===== src/rtl/admux_bus_ctrl.sv =====
module admux_bus_ctrl #(
  parameter int DW    = 16,
  parameter int DEPTH = 16,
  parameter int CW    = 3,
  localparam int AW   = $clog2(DEPTH)
) (
  input  logic          clk,
  input  logic          rst_n,
  input  logic          cmd_valid,
  input  logic [2:0]    cmd_op,
  input  logic [AW-1:0] cmd_addr,
  input  logic [DW-1:0] cmd_wdata,
  input  logic [CW-1:0] cmd_count,
  output logic          cmd_ready,
  input  logic [1:0]    rd_wait,
  output logic [DW-1:0] ad_bus,
  output logic          ad_valid,
  output logic          bus_rd,
  output logic          bus_wr,
  output logic          m_oe,
  output logic          s_oe,
  output logic          lock,
  output logic          done,
  output logic          rd_valid,
  output logic [DW-1:0] rd_data
);
  localparam logic [2:0] OP_WR = 3'd1, OP_RMW = 3'd2, OP_RAW = 3'd3,
                         OP_BRD = 3'd4, OP_BWR = 3'd5;

  typedef enum logic [2:0] {S_IDLE, S_ADDR, S_WDAT, S_RWAIT, S_DONE} st_t;

  st_t           st;
  logic [2:0]    op;
  logic [AW-1:0] addr;
  logic [DW-1:0] wd, wbuf, m_drv;
  logic [CW-1:0] left;
  logic          step, pair, ph_wr, last_item;

  logic [DW-1:0] mem [DEPTH];
  logic [AW-1:0] ptr;
  logic [2:0]    wc;
  logic [1:0]    wq;
  logic          s_rdy;

  assign pair      = (op == OP_RMW) || (op == OP_RAW);
  assign ph_wr     = (op == OP_WR) || (op == OP_BWR) ||
                     ((op == OP_RMW) && step) || ((op == OP_RAW) && !step);
  assign last_item = (left == '0);

  assign cmd_ready = (st == S_IDLE);
  assign ad_valid  = (st == S_ADDR);
  assign bus_wr    = (st == S_WDAT);
  assign bus_rd    = (st == S_RWAIT);
  assign done      = (st == S_DONE);
  assign m_oe      = ad_valid || bus_wr;
  assign lock      = pair && (st != S_IDLE);
  assign m_drv     = ad_valid ? DW'(addr) : ((op == OP_RMW) ? wbuf : wd);

  assign s_rdy     = bus_rd && (wc == ({1'b0, wq} + 3'd1));
  assign s_oe      = s_rdy;
  assign ad_bus    = m_oe ? m_drv : (s_oe ? mem[ptr] : '0);

  always_ff @(posedge clk) begin
    if (!rst_n) begin
      st       <= S_IDLE;
      op       <= '0;
      addr     <= '0;
      wd       <= '0;
      wbuf     <= '0;
      left     <= '0;
      step     <= 1'b0;
      rd_valid <= 1'b0;
      rd_data  <= '0;
    end else begin
      rd_valid <= 1'b0;
      case (st)
        S_IDLE: if (cmd_valid) begin
          op   <= cmd_op;
          addr <= cmd_addr;
          wd   <= cmd_wdata;
          left <= (cmd_op == OP_BRD || cmd_op == OP_BWR) ? cmd_count : '0;
          step <= 1'b0;
          st   <= S_ADDR;
        end
        S_ADDR: st <= ph_wr ? S_WDAT : S_RWAIT;
        S_WDAT: begin
          if (op == OP_BWR) wd <= wd + 1'b1;
          if (!last_item) left <= left - 1'b1;
          else if (pair && !step) begin
            step <= 1'b1;
            st   <= S_ADDR;
          end else st <= S_DONE;
        end
        S_RWAIT: if (s_rdy) begin
          rd_valid <= 1'b1;
          rd_data  <= ad_bus;
          wbuf     <= ad_bus ^ wd;
          if (!last_item) left <= left - 1'b1;
          else if (pair && !step) begin
            step <= 1'b1;
            st   <= S_ADDR;
          end else st <= S_DONE;
        end
        default: st <= S_IDLE;
      endcase
    end
  end

  always_ff @(posedge clk) begin
    if (!rst_n) begin
      ptr <= '0;
      wc  <= '0;
      wq  <= '0;
      for (int i = 0; i < DEPTH; i++) mem[i] <= '0;
    end else if (ad_valid) begin
      ptr <= ad_bus[AW-1:0];
      wq  <= rd_wait;
      wc  <= '0;
    end else if (bus_wr) begin
      mem[ptr] <= ad_bus;
      ptr      <= ptr + 1'b1;
    end else if (bus_rd) begin
      if (s_rdy) begin
        ptr <= ptr + 1'b1;
        wc  <= '0;
      end else wc <= wc + 1'b1;
    end
  end
endmodule



===== config.mk =====
export PLATFORM = sky130hd
export DESIGN_NAME = admux_bus_ctrl
export DESIGN_NICKNAME = d
export VERILOG_FILES = /design/src/rtl/admux_bus_ctrl.sv
export SDC_FILE = /design/constraint.sdc
export NUM_CORES = 1
export LEC_CHECK = 0
export BUFFER_PORTS_ARGS = -buffer_cell sky130_fd_sc_hd__clkbuf_2
export CAP_MARGIN = 20
export CORE_ASPECT_RATIO = 1.4
export CORE_UTILIZATION = 55
export CTS_CLUSTER_DIAMETER = 150
export DETAILED_ROUTE_END_ITERATION = 12
export GPL_TIMING_DRIVEN = 1
export PLACE_DENSITY = 0.84
export REMOVE_ABC_BUFFERS = 1
export SLEW_MARGIN = 20
export SYNTH_ARGS = -nofsm -noshare
export SYNTH_HDL_FRONTEND = slang
export SYNTH_SLANG_ARGS = --single-unit

===== constraint.sdc =====
create_clock -name clk -period 4.5 [get_ports clk]
set_input_delay 0.225 -clock clk [delete_from_list [all_inputs] [get_ports clk]]
set_output_delay 0.225 -clock clk [all_outputs]
set_load 0.02 [all_outputs]

==> results.tsv <==
stage	metric	value	unit
status	status	complete, no violations	
global_routing	largest net degree at the start of global routing	46	
placed_design	routability cong.	0.894	
setup_path	Critical Path Start Type	flip-flop	
cells_and_area	fill count	2031	
synth	synth cell count leaders	nor2_1 (301), edfxtp_1 (256), nand2_1 (99)	
synth	combinational family with the most area after synthesis	simple AND/OR/NAND/NOR gates	
power_and_ir_drop	Power per Cell Area	489	nW/um^2
sta	post-route clock period utilization	0.854	
cells_and_area	share of layout cells above drive strength 1	0.204	
synth	count leader, synth	nor2_1	
floorplan	die area	28600	um^2
power_and_ir_drop	internal power	0.00559	W
sta	Final Hold Viols	0	
power_and_ir_drop	Combinational Power Share	0.251	
sta	worst slew pin tran	1.12	ns
min_path	worst min-delay path class	input pin to flip-flop	
synth	post-synth top area share	0.501	
synth	synthesized area per cell	12.2	um^2
floorplan	Die X-Extent	143	um
power_and_ir_drop	Sw Pwr	0.00267	W
synth	ys flop type	edfxtp_1	
setup_path	critical-path maximum fanout	35	
power_and_ir_drop	Pleak	5.73	nW
placed_design	PortBufs	71	
cells_and_area	Layout area overhead	10.0	%
synth	Yosys cell types	73	
power_and_ir_drop	Worst VDD drop	234	uV
sta	max_slew headroom	0.247	
synth	XOR/XNOR Fraction of Synth Area	0.00513	
floorplan	core area	27600	um^2
sta	Max Slew Vio Count	0	
setup_path	Worst R2R Path Depth	6	
power_and_ir_drop	sw frac	0.323	
synth	Seq/Total Area, Yosys	0.600	
floorplan	starting density of the core	0.557	
setup_path	CP max stage delay	1.01	ns
sta	Final TNS setup	0	ns
drt	Post-Route WL	38600	um
drt	WL/cell	22.8	um
clock_network	CTS buffer count	28	
sta	FMAX	260	MHz
setup_path	cells along the critical path	buf_4 > mux4_2 > a22oi_1 > nand2_1 > a21oi_4 > inv_2 > clkbuf_2	
power_and_ir_drop	clock share of power	0.289	
synth	mux cell area share after synthesis	0.117	
synth	ranking of synthesized cells by area	edfxtp_1 (50%), dfxtp_1 (9.9%), mux4_2 (9.4%)	
synth	synthesized cell area	15400	um^2
clock_network	CTS root buf	clkbuf_16	
placed_design	Detailed Place HPWL	25200	um
cells_and_area	final layout net count	1344	
synth	Synth warnings	0	
sta	Clock Skew	0.0387	ns
clock_network	CTS tree	done	
drt	drc violations	0	
setup_path	CP endpoint kind	output pin	
synth	Synth Area in Compound Gates	0.0795	
setup_path	Crit Path Class	flip-flop to output pin	
global_routing	antenna violations before repair	0	
global_routing	Tot GR Track Use	0.275	
placed_design	Post-DP Area	15800	um^2
setup_path	CP max stage cell	dfxtp_2	
drt	initial DRC count	1185	
cells_and_area	Ant. Diodes	0	
setup_path	worst path required time	4.28	ns
clock_network	clock buffer depth	3	
synth	largest area contributor in the netlist	edfxtp_1	
synth	number of flops mapped to enable cells by yosys	256	
power_and_ir_drop	Seq pwr share	0.460	
synth	Cells after Synth	1261	
setup_path	Data arrival, critical path	3.62	ns
drt	Vias/cell	6.30	
clock_network	htree depth	1	
drt	DRT Pass-1 Iters	5	
cells_and_area	final instance area	16900	um^2
flow_run	maximum capacitance violations	0	
min_path	hold path cells	4	
synth	Synth Register Bits	332	
clock_network	Num Clock Sinks	332	
sta	RSZ-0062 raised after global routing	no	
global_routing	GRT Residual Overflow	0	
global_routing	vias in the first global route	10400	
sta	final setup violation count	0	
drt	Final ANT Viol Nets	0	
floorplan	Std-Cell Rows	72	
synth	Post-Synth Simple-Gate Area	0.151	
floorplan	IO Pins	72	
drt	via count	10700	
clock_network	clock-pin slew on the worst setup and hold paths	0.07	ns
clock_network	Worst-Skew Late Latency	0.58	ns
sta	Final min period	3.84	ns
synth	adder and majority gate portion of the synthesized area	0.00733	
floorplan	die height	200	um
synth	Post-synth ARST share	0	
global_routing	first-pass GRT wire length	58500	um
clock_network	Post-CTS Resized	0	
metrics by stage:
step / hold slack (ns) / total power [W] / cells / util / setup slack [ns]
6_report: 0.0112 / 0.00826 / 1696 / 0.613 / 0.657
2_1_floorplan: 0.361 / 0.00527 / 1163 / - / 0.549
4_1_cts: 0.000678 / 0.00824 / 1696 / 0.613 / 0.659
3_3_place_gp: 0.444 / 0.00582 / 1629 / 0.575 / 1.14
5_1_grt: 0.0305 / 0.00855 / 1696 / 0.613 / 0.455
3_5_place_dp: 0.449 / 0.00588 / 1629 / 0.575 / 1.03
repair_timing:
action	4_1_cts	5_1_grt
hold endpoints to repair	15	0
hold buffers	15	0
setup buffers	0	0
cells by family (layout without fill, tap and decap cells):
logic type / after synthesis / count (layout)
adders and majority gates: 9 / 9
AOI/OAI and AO/OA: 166 / 166
buffers and inverters: 126 / 191
xor gates and xnor gates: 9 / 9
muxes: 99 / 99
DFF: 332 / 332
and+or+nand+nor: 520 / 520
per-layer routing:
metal  routed length (um)  up-vias  global-route usage
met3                 3520      125              0.0443
met5                    0        -                   0
met2                19700      662               0.487
li1                     -     4659                   -
met1                13500     5239               0.317
met4                 1890        0               0.153
path summary, 6_finish.rpt:
check	from	end	slack (ns)
setup reg to reg	st[1]	mem[11][1]	0.98
setup / recovery	flip-flop	ad_bus[5]	0.66
hold / removal	cmd_wdata[15]	wd[15]	0.01
hold reg to reg	rd_data[0]	rd_data[0]	0.46
worst max-delay path, delay by kind of cell, from the launching register on:
kind	cells	cell delay, ns
AO/OA/AOI/OAI	2	0.82
flip-flops	1	1.01
multiplexers	1	0.38
AND/OR/NAND/NOR	1	0.20
buffers and inverters	3	0.63
sequential cells by signal (all words and copies together) (netlist names), named ones only:
| signal | count |
|---|---|
| wbuf | 16 |
| ptr | 4 |
| op | 3 |
| rd_valid | 1 |
| wq | 2 |
| step | 1 |
| left | 3 |
| st | 3 |
| mem | 256 |
| wd | 16 |
| addr | 4 |
| wc | 3 |
| rd_data | 16 |
area by class of cell:
class | count | area [um^2] | share of cell area
sequential | 332 | 9210 | 0.545
timing repair buffer | 111 | 693 | 0.0410
multi-input combinational | 803 | 5520 | 0.327
clock buffer | 37 | 764 | 0.0453
clock inverter | 15 | 128 | 0.00756
tap | 370 | 463 | 0.0274
inverter | 28 | 105 | 0.00622
cells in the final DEF, fill, tap and decap left out, drive strengths merged, types with 10 or more instances in the layout:
cell         instances
nand2               99
nor2               302
o21ai               25
clkbuf             108
nand3               43
dfxtp               76
buf                 25
a21oi               58
a22oi               27
mux4                64
clkinv              10
nor3                15
mux2i               34
dlygate4sd3         15
inv                 28
edfxtp             256
power groups by stage:
stage / logic (W) / registers (W) / clock network, W
final: 0.00207 / 0.00380 / 0.00239
after global routing: 0.00222 / 0.00383 / 0.00250
after CTS: 0.00206 / 0.00379 / 0.00239
after detailed placement: 0.00202 / 0.00386 / 0
after global placement: 0.00198 / 0.00384 / 0
after floorplan: 0.00144 / 0.00383 / 0
Power figures use the tool's default switching activity.
